## config.mk

```make
export PLATFORM = sky130hd
export DESIGN_NAME = snd_regbus
export DESIGN_NICKNAME = d
export VERILOG_FILES = /design/src/rtl/snd_regbus_pkg.sv /design/src/rtl/snd_bus_latch.sv /design/src/rtl/snd_bus_dispatch.sv /design/src/rtl/snd_pad_serial.sv /design/src/rtl/snd_regbus.sv
export SDC_FILE = /design/constraint.sdc
export NUM_CORES = 1
export LEC_CHECK = 0
export ABC_AREA = 1
export BUFFER_PORTS_ARGS = -buffer_cell sky130_fd_sc_hd__buf_2
export CORE_MARGIN = 2
export CORE_UTILIZATION = 43
export DETAILED_ROUTE_END_ITERATION = 12
export HOLD_SLACK_MARGIN = 0.02
export PLACE_DENSITY_LB_ADDON = 0.2
export SLEW_MARGIN = 10
export SYNTH_ARGS = -nofsm -noshare
export SYNTH_HDL_FRONTEND = slang
export SYNTH_SLANG_ARGS = --single-unit
export TNS_END_PERCENT = 5
```

## constraint.sdc

```tcl
create_clock -name clk -period 1.16 [get_ports clk]
set_input_delay 0.232 -clock clk [delete_from_list [all_inputs] [get_ports clk]]
set_output_delay 0.232 -clock clk [all_outputs]
set_load 0.05 [all_outputs]
```

## src/rtl/snd_regbus_pkg.sv

```systemverilog
package snd_regbus_pkg;
  localparam int BYTE_W   = 8;
  localparam int IDX_W    = 5;
  localparam int NUM_PADS = 2;

  // index map; the decode depends on these positions
  localparam logic [IDX_W-1:0] IDX_CHAN_LAST = 5'd19;
  localparam logic [IDX_W-1:0] IDX_DMA       = 5'd20;
  localparam logic [IDX_W-1:0] IDX_STAT      = 5'd21;
  localparam logic [IDX_W-1:0] IDX_PAD0      = 5'd22;
  localparam logic [IDX_W-1:0] IDX_PAD1      = 5'd23;

  // status byte bit positions
  localparam int STAT_OB_BIT   = 5;
  localparam int STAT_FRM_BIT  = 6;
  localparam int STAT_DMC_BIT  = 7;

  typedef enum logic [2:0] {
    TGT_CHAN, TGT_DMA, TGT_STAT, TGT_PAD0, TGT_PAD1, TGT_NONE
  } tgt_e;

  typedef struct packed {
    logic              we;
    logic [IDX_W-1:0]  idx;
    logic [BYTE_W-1:0] data;
  } acc_t;

  function automatic tgt_e idx_target(input logic [IDX_W-1:0] idx);
    if (idx <= IDX_CHAN_LAST)  return TGT_CHAN;
    else if (idx == IDX_DMA)   return TGT_DMA;
    else if (idx == IDX_STAT)  return TGT_STAT;
    else if (idx == IDX_PAD0)  return TGT_PAD0;
    else if (idx == IDX_PAD1)  return TGT_PAD1;
    else                       return TGT_NONE;
  endfunction
endpackage

```

## src/rtl/snd_bus_latch.sv

```systemverilog
module snd_bus_latch
  import snd_regbus_pkg::*;
#(
  parameter int                ADDR_W    = 16,
  parameter logic [ADDR_W-1:0] CART_BASE = 16'h4020
) (
  input  logic              clk,
  input  logic              rst_n,
  input  logic              req,
  input  logic              we,
  input  logic [ADDR_W-1:0] addr,
  input  logic [BYTE_W-1:0] wdata,
  output logic              half_tick,
  output logic              pend,
  output acc_t              acc,
  output logic              is_cart,
  output logic              take
);
  logic phase_q, phase_d;
  logic pend_q, pend_d;
  acc_t acc_q, acc_d;

  always_comb begin
    is_cart = (addr >= CART_BASE);
    take    = req && !is_cart;
    phase_d = !phase_q;
    pend_d  = pend_q;
    acc_d   = acc_q;
    if (pend_q && phase_q) pend_d = 1'b0;
    if (take) begin
      pend_d     = 1'b1;
      acc_d.we   = we;
      acc_d.idx  = addr[IDX_W-1:0];
      acc_d.data = wdata;
    end
  end

  always_ff @(posedge clk or negedge rst_n) begin
    if (!rst_n) begin
      phase_q <= 1'b0;
      pend_q  <= 1'b0;
      acc_q   <= '0;
    end else begin
      phase_q <= phase_d;
      pend_q  <= pend_d;
      acc_q   <= acc_d;
    end
  end

  assign half_tick = phase_q;
  assign pend      = pend_q;
  assign acc       = acc_q;

  // a pending access waits through a low tick untouched
  p_pend_hold_r2: assert property (@(posedge clk) disable iff (!rst_n)
    pend_q && !phase_q && !take |=> pend_q && $stable(acc_q));
  // after a high tick the access has been released
  p_pend_drop_r2: assert property (@(posedge clk) disable iff (!rst_n)
    pend_q && phase_q && !take |=> !pend_q);
  // cartridge traffic never creates a pending access
  p_cart_skip_r1: assert property (@(posedge clk) disable iff (!rst_n)
    req && is_cart && !pend_q |=> !pend_q);
endmodule

```

## src/rtl/snd_bus_dispatch.sv

```systemverilog
module snd_bus_dispatch
  import snd_regbus_pkg::*;
#(
  parameter int NUM_CH = 5
) (
  input  logic                  clk,
  input  logic                  rst_n,
  input  logic                  fire,
  input  acc_t                  acc,
  output logic [NUM_CH-1:0]     ch_wr,
  output logic [1:0]            ch_reg,
  output logic [BYTE_W-1:0]     sb_data,
  output logic                  en_wr,
  output logic                  dma_req,
  output logic [2*BYTE_W-1:0]   dma_addr,
  output logic                  frm_wr,
  output logic                  irq_ack,
  output logic                  pad_wr,
  output logic [NUM_PADS-1:0]   pad_shift
);
  localparam int GRP_W = IDX_W - 2;

  tgt_e tgt;
  logic wr_fire, rd_fire;

  always_comb begin
    tgt     = idx_target(acc.idx);
    wr_fire = fire && acc.we;
    rd_fire = fire && !acc.we;
  end

  for (genvar c = 0; c < NUM_CH; c++) begin : g_ch
    assign ch_wr[c] = wr_fire && (tgt == TGT_CHAN) &&
                      (acc.idx[IDX_W-1:2] == GRP_W'(c));
  end

  assign ch_reg       = acc.idx[1:0];
  assign sb_data      = acc.data;
  assign en_wr        = wr_fire && (tgt == TGT_STAT);
  assign dma_req      = wr_fire && (tgt == TGT_DMA);
  assign dma_addr     = {acc.data, {BYTE_W{1'b0}}};
  assign frm_wr       = wr_fire && (tgt == TGT_PAD1);
  assign irq_ack      = rd_fire && (tgt == TGT_STAT);
  assign pad_wr       = wr_fire && (tgt == TGT_PAD0);
  assign pad_shift[0] = rd_fire && (tgt == TGT_PAD0);
  assign pad_shift[1] = rd_fire && (tgt == TGT_PAD1);

  // at most one channel is addressed per dispatch
  p_ch_onehot_r3: assert property (@(posedge clk) disable iff (!rst_n)
    $onehot0(ch_wr));
  // a strobe never lasts two cycles
  p_strobe_pulse_r2: assert property (@(posedge clk) disable iff (!rst_n)
    (|ch_wr) || en_wr || frm_wr |=> !(|ch_wr) && !en_wr && !frm_wr);
endmodule

```

## src/rtl/snd_pad_serial.sv

```systemverilog
module snd_pad_serial
  import snd_regbus_pkg::*;
#(
  parameter int PAD_W = 8
) (
  input  logic                      clk,
  input  logic                      rst_n,
  input  logic                      strobe_wr,
  input  logic                      strobe_bit,
  input  logic [NUM_PADS-1:0]       shift,
  input  logic [NUM_PADS*PAD_W-1:0] pad_bits,
  output logic [NUM_PADS-1:0]       lsb
);
  logic strobe_q, strobe_d;
  logic reload;

  always_comb begin
    reload   = strobe_wr && strobe_q && !strobe_bit;
    strobe_d = strobe_wr ? strobe_bit : strobe_q;
  end

  always_ff @(posedge clk or negedge rst_n) begin
    if (!rst_n) strobe_q <= 1'b0;
    else        strobe_q <= strobe_d;
  end

  for (genvar p = 0; p < NUM_PADS; p++) begin : g_pad
    logic [PAD_W-1:0] sr_q, sr_d;

    always_comb begin
      sr_d = sr_q;
      if (reload)        sr_d = pad_bits[p*PAD_W +: PAD_W];
      else if (shift[p]) sr_d = {1'b1, sr_q[PAD_W-1:1]};
    end

    always_ff @(posedge clk or negedge rst_n) begin
      if (!rst_n) sr_q <= '0;
      else        sr_q <= sr_d;
    end

    assign lsb[p] = sr_q[0];

    // a falling strobe copies the pad state
    p_reload_r8: assert property (@(posedge clk) disable iff (!rst_n)
      reload |=> sr_q == $past(pad_bits[p*PAD_W +: PAD_W]));
    // shifting fills from the top with a 1
    p_fill_r9: assert property (@(posedge clk) disable iff (!rst_n)
      shift[p] && !reload |=> sr_q[PAD_W-1]);
  end
endmodule

```

## src/rtl/snd_regbus.sv

```systemverilog
module snd_regbus
  import snd_regbus_pkg::*;
#(
  parameter int                ADDR_W    = 16,
  parameter logic [ADDR_W-1:0] CART_BASE = 16'h4020,
  parameter int                NUM_CH    = 5,
  parameter int                PAD_W     = 8
) (
  input  logic                      clk,
  input  logic                      rst_n,
  input  logic                      cpu_req,
  input  logic                      cpu_we,
  input  logic [ADDR_W-1:0]         cpu_addr,
  input  logic [BYTE_W-1:0]         cpu_wdata,
  output logic [BYTE_W-1:0]         cpu_rdata,
  output logic                      cart_req,
  output logic                      cart_we,
  output logic [ADDR_W-1:0]         cart_addr,
  output logic [BYTE_W-1:0]         cart_wdata,
  input  logic [BYTE_W-1:0]         cart_rdata,
  input  logic [NUM_CH-1:0]         chan_active,
  input  logic                      frame_irq,
  input  logic                      dmc_irq,
  output logic                      frame_irq_ack,
  output logic                      half_tick,
  output logic [NUM_CH-1:0]         ch_wr,
  output logic [1:0]                ch_reg,
  output logic [BYTE_W-1:0]         sb_data,
  output logic                      en_wr,
  output logic                      dma_req,
  output logic [2*BYTE_W-1:0]       dma_addr,
  output logic                      frm_wr,
  input  logic [NUM_PADS*PAD_W-1:0] pad_bits
);
  logic [1:0]           rs_q;
  logic                 rst_s_n;
  logic                 pend, is_cart, take, pad_wr;
  acc_t                 acc;
  logic [NUM_PADS-1:0]  pad_shift, pad_lsb;
  logic [BYTE_W-1:0]    bus_q, bus_d, stat_byte;
  tgt_e                 rd_tgt;

  // asynchronous assertion, synchronous release
  always_ff @(posedge clk or negedge rst_n) begin
    if (!rst_n) rs_q <= 2'b00;
    else        rs_q <= {rs_q[0], 1'b1};
  end
  assign rst_s_n = rs_q[1];

  snd_bus_latch #(.ADDR_W(ADDR_W), .CART_BASE(CART_BASE)) u_latch (
    .clk(clk), .rst_n(rst_s_n), .req(cpu_req), .we(cpu_we),
    .addr(cpu_addr), .wdata(cpu_wdata), .half_tick(half_tick),
    .pend(pend), .acc(acc), .is_cart(is_cart), .take(take)
  );

  snd_bus_dispatch #(.NUM_CH(NUM_CH)) u_disp (
    .clk(clk), .rst_n(rst_s_n), .fire(pend && half_tick), .acc(acc),
    .ch_wr(ch_wr), .ch_reg(ch_reg), .sb_data(sb_data), .en_wr(en_wr),
    .dma_req(dma_req), .dma_addr(dma_addr), .frm_wr(frm_wr),
    .irq_ack(frame_irq_ack), .pad_wr(pad_wr), .pad_shift(pad_shift)
  );

  snd_pad_serial #(.PAD_W(PAD_W)) u_pad (
    .clk(clk), .rst_n(rst_s_n), .strobe_wr(pad_wr),
    .strobe_bit(sb_data[0]), .shift(pad_shift),
    .pad_bits(pad_bits), .lsb(pad_lsb)
  );

  always_comb begin
    stat_byte                  = '0;
    stat_byte[NUM_CH-1:0]      = chan_active;
    stat_byte[STAT_OB_BIT]     = bus_q[STAT_OB_BIT];
    stat_byte[STAT_FRM_BIT]    = frame_irq;
    stat_byte[STAT_DMC_BIT]    = dmc_irq;
    rd_tgt                     = idx_target(cpu_addr[IDX_W-1:0]);
    if (is_cart) cpu_rdata = cart_rdata;
    else begin
      case (rd_tgt)
        TGT_STAT: cpu_rdata = stat_byte;
        TGT_PAD0: cpu_rdata = {{(BYTE_W-1){1'b0}}, pad_lsb[0]};
        TGT_PAD1: cpu_rdata = {{(BYTE_W-1){1'b0}}, pad_lsb[1]};
        default:  cpu_rdata = bus_q;
      endcase
    end
    bus_d = bus_q;
    if (take) bus_d = cpu_we ? cpu_wdata : cpu_rdata;
  end

  always_ff @(posedge clk or negedge rst_s_n) begin
    if (!rst_s_n) bus_q <= '0;
    else          bus_q <= bus_d;
  end

  assign cart_req   = cpu_req && is_cart;
  assign cart_we    = cpu_we;
  assign cart_addr  = cpu_addr;
  assign cart_wdata = cpu_wdata;

  // the interrupt acknowledge only appears on a half-rate tick
  p_ack_tick_r6: assert property (@(posedge clk) disable iff (!rst_s_n)
    frame_irq_ack |-> half_tick && !frm_wr);
  // a DMA request is a dispatch on a tick and targets no channel
  p_dma_tick_r4: assert property (@(posedge clk) disable iff (!rst_s_n)
    dma_req |-> half_tick && !(|ch_wr) && !en_wr);
endmodule

```

== After elaboration in Yosys (flattened, before gate mapping) ==
Cells that the tools add are included.
Widths: inputs -> output; s select.
Word-level totals
  input port bits: 59
  memories: 0
  bits in read-only memories: 0
  bits in registers: 43
  latch bits: 0
  memory bits (writable): 0
Cells by class
  reductions and logical operators: 29
  divide/modulo/power cells: 0
  equal/unequal tests: 19
  muxes and demuxes: 19
  add/sub/neg operators: 0
  bitwise logic cells: 0
  $mul: 0
  order comparisons: 3
  shift operators: 0
Operator list (count)
  $mux 8: 6
  $eq 5x5->1 const B: 8
  $mux 3: 8
  $pmux 8 s3: 1
  $logic_and 1x1->1: 20
  $eq 3x2->1 const B: 6
  $ge 16x15->1 const B: 1
  $le 5x5->1 const B: 2
  $eq 3x3->1 const B: 3
  $eq 3x1->1 const B: 2
  $logic_not 3->1: 2
  $reduce_bool 2->1: 3
  $logic_not 1->1: 4
  $mux 1: 4

== Depth between registers and ports, before layout ==
  depth in word-level cells: 11
  depth in mapped cells: 11
  gate-level depth less buffers: 10

== By module ==
From an unflattened synthesis, not the netlist that was laid out.
Second synthesis, totals
  cells, all modules: 444
  area, all modules: 3017.9 um^2
By module, submodules not included
  snd_regbus: area an instance 993.5 um^2, instances 1, sequential area each 250.2 um^2, cells an instance 156
  snd_pad_serial: area an instance 953.4 um^2, instances 1, sequential area each 425.4 um^2, cells an instance 143
  snd_bus_latch: area an instance 721.9 um^2, instances 1, sequential area each 400.4 um^2, cells an instance 81
  snd_bus_dispatch: area an instance 349.1 um^2, instances 1, sequential area each 0.0 um^2, cells an instance 64

== Worst setup path before layout ==
Ideal clock, no wire load.
  kind: flip-flop to output port
  start point: register u_latch.phase_q, in the netlist u_latch.half_tick
  end point: output dma_req
  arrival: 2515 ps
  cell stages (with the launch flop): 3
  slack: -1587 ps
  path through: dfrtp_1 -> nand3_1 -> nor4_1
Between the ends
  cells in the longest elaborated chain, start to end: 3
Ends and longest elaborated chain
  start: declaration: RTL line snd_bus_latch.sv:19  | logic phase_q, phase_d;
  start signal: assignment: RTL line snd_bus_latch.sv:44  | phase_q <= phase_d;
  $logic_and 1x1->1: RTL line snd_regbus.sv:57  | .clk(clk), .rst_n(rst_s_n), .fire(pend && half_tick), .acc(acc),
  $logic_and 1x1->1: RTL line snd_bus_dispatch.sv:28  | wr_fire = fire && acc.we;
  $logic_and 1x1->1: RTL line snd_bus_dispatch.sv:40  | assign dma_req = wr_fire && (tgt == TGT_DMA);
  end: declaration: RTL line snd_regbus.sv:30  | output logic dma_req,
Every way passes these cells.

== Worst setup path in the final report ==
  start point: register u_latch.acc_q, in the netlist u_latch.acc[11]
  end point: output dma_req
Between the ends
  cells in the longest elaborated chain, start to end: 8
Ends and longest elaborated chain
  start: declaration: RTL line snd_bus_latch.sv:21  | acc_t acc_q, acc_d;
  start signal: assignment: RTL line snd_bus_latch.sv:42  | acc_q <= '0;
  start signal: assignment: RTL line snd_bus_latch.sv:46  | acc_q <= acc_d;
  $eq 5x5->1: RTL line snd_regbus_pkg.sv:33  | else if (idx == IDX_PAD1) return TGT_PAD1;
  $mux 1: RTL line snd_regbus_pkg.sv:33
  $mux 3: RTL line snd_regbus_pkg.sv:32  | else if (idx == IDX_PAD0) return TGT_PAD0;
  $mux 3: RTL line snd_regbus_pkg.sv:31  | else if (idx == IDX_STAT) return TGT_STAT;
  $mux 3: RTL line snd_regbus_pkg.sv:30  | else if (idx == IDX_DMA) return TGT_DMA;
  $mux 3 *: RTL line snd_regbus_pkg.sv:29  | if (idx <= IDX_CHAN_LAST) return TGT_CHAN;
  $eq 3x1->1 *: RTL line snd_bus_dispatch.sv:40
  $logic_and 1x1->1 *: RTL line snd_bus_dispatch.sv:40
Every way passes the cells marked *; elsewhere a longest branch is shown, timed or not.

==> results.sh <==
export IMPL_drt_iter0_markers=130
export IMPL_clkTransAtPathRegs_ns=0.08
export IMPL_crit_arrival_ns=1.43
export IMPL_fin_skew_ns=0.005843
export IMPL_placed_cells=601
export IMPL_synth_cell_types=25
export IMPL_nets=599
export IMPL_p_leak_nw=2.289
export IMPL_synth_cells=406
export IMPL_r2r_setup_slack_ns=-0.37
export IMPL_end_kind="output port"
export IMPL_drcViolationCount=0
export IMPL_grt_max_degree=41
export IMPL_cap_violations=0
export IMPL_numPortBuffers=120
export IMPL_ys_async_sr_fraction_pct=100.0
export IMPL_cpPeakStageDelay_ns=0.40
export IMPL_path_max_fanout=4
export IMPL_antenna_found_initial=0
export IMPL_hold_path_class="in -> reg"
export IMPL_syn_avg_cell_area_um2=6.912
export IMPL_ant_nets=0
export IMPL_dpl_hpwl_um=5292
export IMPL_crit_slowest_cell="dfrtp_1"
export IMPL_die_area_mm2=0.007189
export IMPL_numCtsBuffers=5
export IMPL_vias_per_cell=4.739
export IMPL_rows=29
export IMPL_clockBufferDepth=2
export IMPL_routedWlPerCell_um=12.36
export IMPL_syn_cell_area_mm2=0.002806
export IMPL_holdPathEnd="u_pad.g_pad[1].sr_q[6]$_DFFE_PN0P_"
export IMPL_cts_root_buf="clkbuf_8"
export IMPL_ys_seq_area_share_pct=38.34
export IMPL_place_ws_ns=-0.4724
export IMPL_status="complete, but fails checks"
export IMPL_whs_path_depth=3
export IMPL_fin_crit_sh_pct=143.2
export IMPL_cpMostUsedCell="buf_6"
export IMPL_synth_top_area_share_pct=38.34
export IMPL_postPlaceCellArea_mm2=0.003613
export IMPL_clock_latency_ns=0.29
export IMPL_n_antenna_cell=0
export IMPL_powerDensity_mw_per_mm2=1234
export IMPL_synth_edff_count=0
export IMPL_wirelength_um=7638
export IMPL_fmax_ghz=0.6021
export IMPL_criticalPathCategory="reg -> out"
export IMPL_start_util_pct=44.45
export IMPL_htreeDepth=2
export IMPL_tns_ns=-13.96
export IMPL_final_hold_violation_count=0
export IMPL_die_w_um=84.79
export IMPL_ys_top_cells_by_count="nand2_1 (137), buf_4 (52), nand3_1 (46)"
export IMPL_rr_worst_depth=8
export IMPL_violations="negative setup slack"
export IMPL_synth_warnings=0
export IMPL_setup_viol=48
export IMPL_synthToLayoutAreaGrowth_pct=51.36
export IMPL_ios=129
export IMPL_drtPass1Iterations=4
export IMPL_period_needed_ns=1.661
export IMPL_finalInstanceArea_mm2=0.004248
export IMPL_ys_flop_type="dfrtp_1"
export IMPL_post_route_util_pct=67.28
export IMPL_post_synth_top_count_cell="nand2_1"
export IMPL_yosysTopAreaCell="dfrtp_1"
export IMPL_timing_rr_end="u_pad.g_pad[1].sr_q[1]$_DFFE_PN0P_"
export IMPL_grt_setup_unrepaired="yes"
export IMPL_slew_violations=0
export IMPL_cp_required_ns=0.93
export IMPL_grt_overflow_total=0
export IMPL_path_cells="inv_2 > nand2_2 > buf_6 > nor4_4 > buf_6"
export IMPL_final_cell_count_no_fill=618
export IMPL_drive_gt1_share_pct=46.40
export IMPL_cts_sink_count=43
export IMPL_vdd_drop_max_mv=0.6722
export IMPL_die_h_um=84.79
export IMPL_coreArea_mm2=0.006314
export IMPL_setup_worst_path_start_class="register"
export IMPL_gp_congestion=0.8055
export IMPL_setup_slack_ns=-0.5008
export IMPL_grt_pass1_wl_um=11920
export IMPL_cts_tree="built"
export IMPL_hold_start="pad_bits[14]"
export IMPL_vias=2929
export IMPL_reg2reg_from="u_latch.pend$_DFFE_PN0P_"
export IMPL_ys_seq_elements=43
export IMPL_grt_pass1_vias=2671
export IMPL_ys_top_cells_by_area="dfrtp_1 (38%), nand2_1 (18%), buf_4 (14%)"
export IMPL_grt_use_total_pct=20.23
-- cells in the final DEF (no fill, tap or decap), drive strengths merged, types with 2 or more instances in the layout --
cell type,synthesis,layout
nor3,2,2
nand3,49,49
o21ai,16,16
clkinv,2,3
conb,2,9
dfrtp,43,43
nand4,4,4
nand2,137,137
nor4,4,4
inv,35,35
a21oi,3,3
buf,61,178
nor2,46,46
clkbuf,0,9
-- sequential cells by signal (all words and copies together) (netlist names) --
name and cells:
bus_q 8, u_latch.pend 1, u_pad.strobe_q 1, u_pad.g_pad.sr_q 16, u_latch.acc 14, rs_q 2
u_latch.half_tick 1
-- worst max-delay path by stage --
stage                                      from           end  slack, ns  depth (start not counted)
finish              u_latch.acc[11]$_DFFE_PN0P_       dma_req      -0.50                          5
global route        u_latch.acc[11]$_DFFE_PN0P_      ch_wr[0]      -0.61                          7
CTS                 u_latch.acc[11]$_DFFE_PN0P_       dma_req      -0.48                          5
detailed placement                 cpu_addr[12]  cpu_rdata[6]      -0.47                         10
global placement                   cpu_addr[12]  cpu_rdata[7]      -0.44                         10
floorplan           u_latch.half_tick$_DFF_PN0_      ch_wr[1]      -0.51                          2
-- per-stage QoR --
stage | total power (W) | hold slack, ns
after floorplan | 0.003467 | -0.06359
after global placement | 0.003889 | 0.02016
after detailed placement | 0.003920 | 0.01908
after CTS | 0.005072 | 0.1392
after global routing | 0.005529 | 0.1412
final | 0.005242 | 0.1497
-- final cells by class --
class                      instances  area, um2
sequential                        43       1079
timing repair buffer             181       1411
clock inverter                     1      5.005
tap                               77      96.34
fill                             553       2066
inverter                          37      148.9
multi-input combinational        272       1421
clock buffer                       7      86.33
-- cells by family after synthesis --
kind of cell | share of synthesized area (%)
other | 0.2676
buffers and inverters | 20.73
and+or+nand+nor | 37.00
AOI/OAI and AO/OA | 3.656
DFF | 38.34
-- per-layer routing --
metal | routed length, um | global-route usage [%] | vias to the layer above | part of all wire, %
li1 | - | - | 1474 | -
met2 | 4077 | 35.50 | 105 | 53
met4 | 133 | 5.195 | 0 | 1.7
met3 | 440 | 3.048 | 13 | 5.8
met1 | 2986 | 26.09 | 1337 | 39
met5 | 0 | 0 | - | 0
-- repair_timing --
action / 4_1_cts / 5_1_grt
endpoints found under the setup margin: 75 / 67
pin swaps: 2 / 15
hold endpoints to repair: 2 / 0
gates cloned: 0 / 1
setup buffers: 4 / 3
hold buffers: 1 / 0
resized for setup: 64 / 86
-- power by group --
| group | internal, W | switching [W] | leakage (nW) |
|---|---|---|---|
| combinational | 0.000899 | 0.00145 | 1.77 |
| sequential | 0.00174 | 0.000179 | 0.473 |
| clock | 0.000480 | 0.000485 | 0.0482 |
| total | 0.00312 | 0.00212 | 2.29 |
-- worst max-delay path: cells and delay by family, from the launching register on --
family | cells | cell delay, ns
simple gates | 2 | 0.33
flops | 1 | 0.40
buf+inv | 3 | 0.41
(Power assumes the default switching activity.)
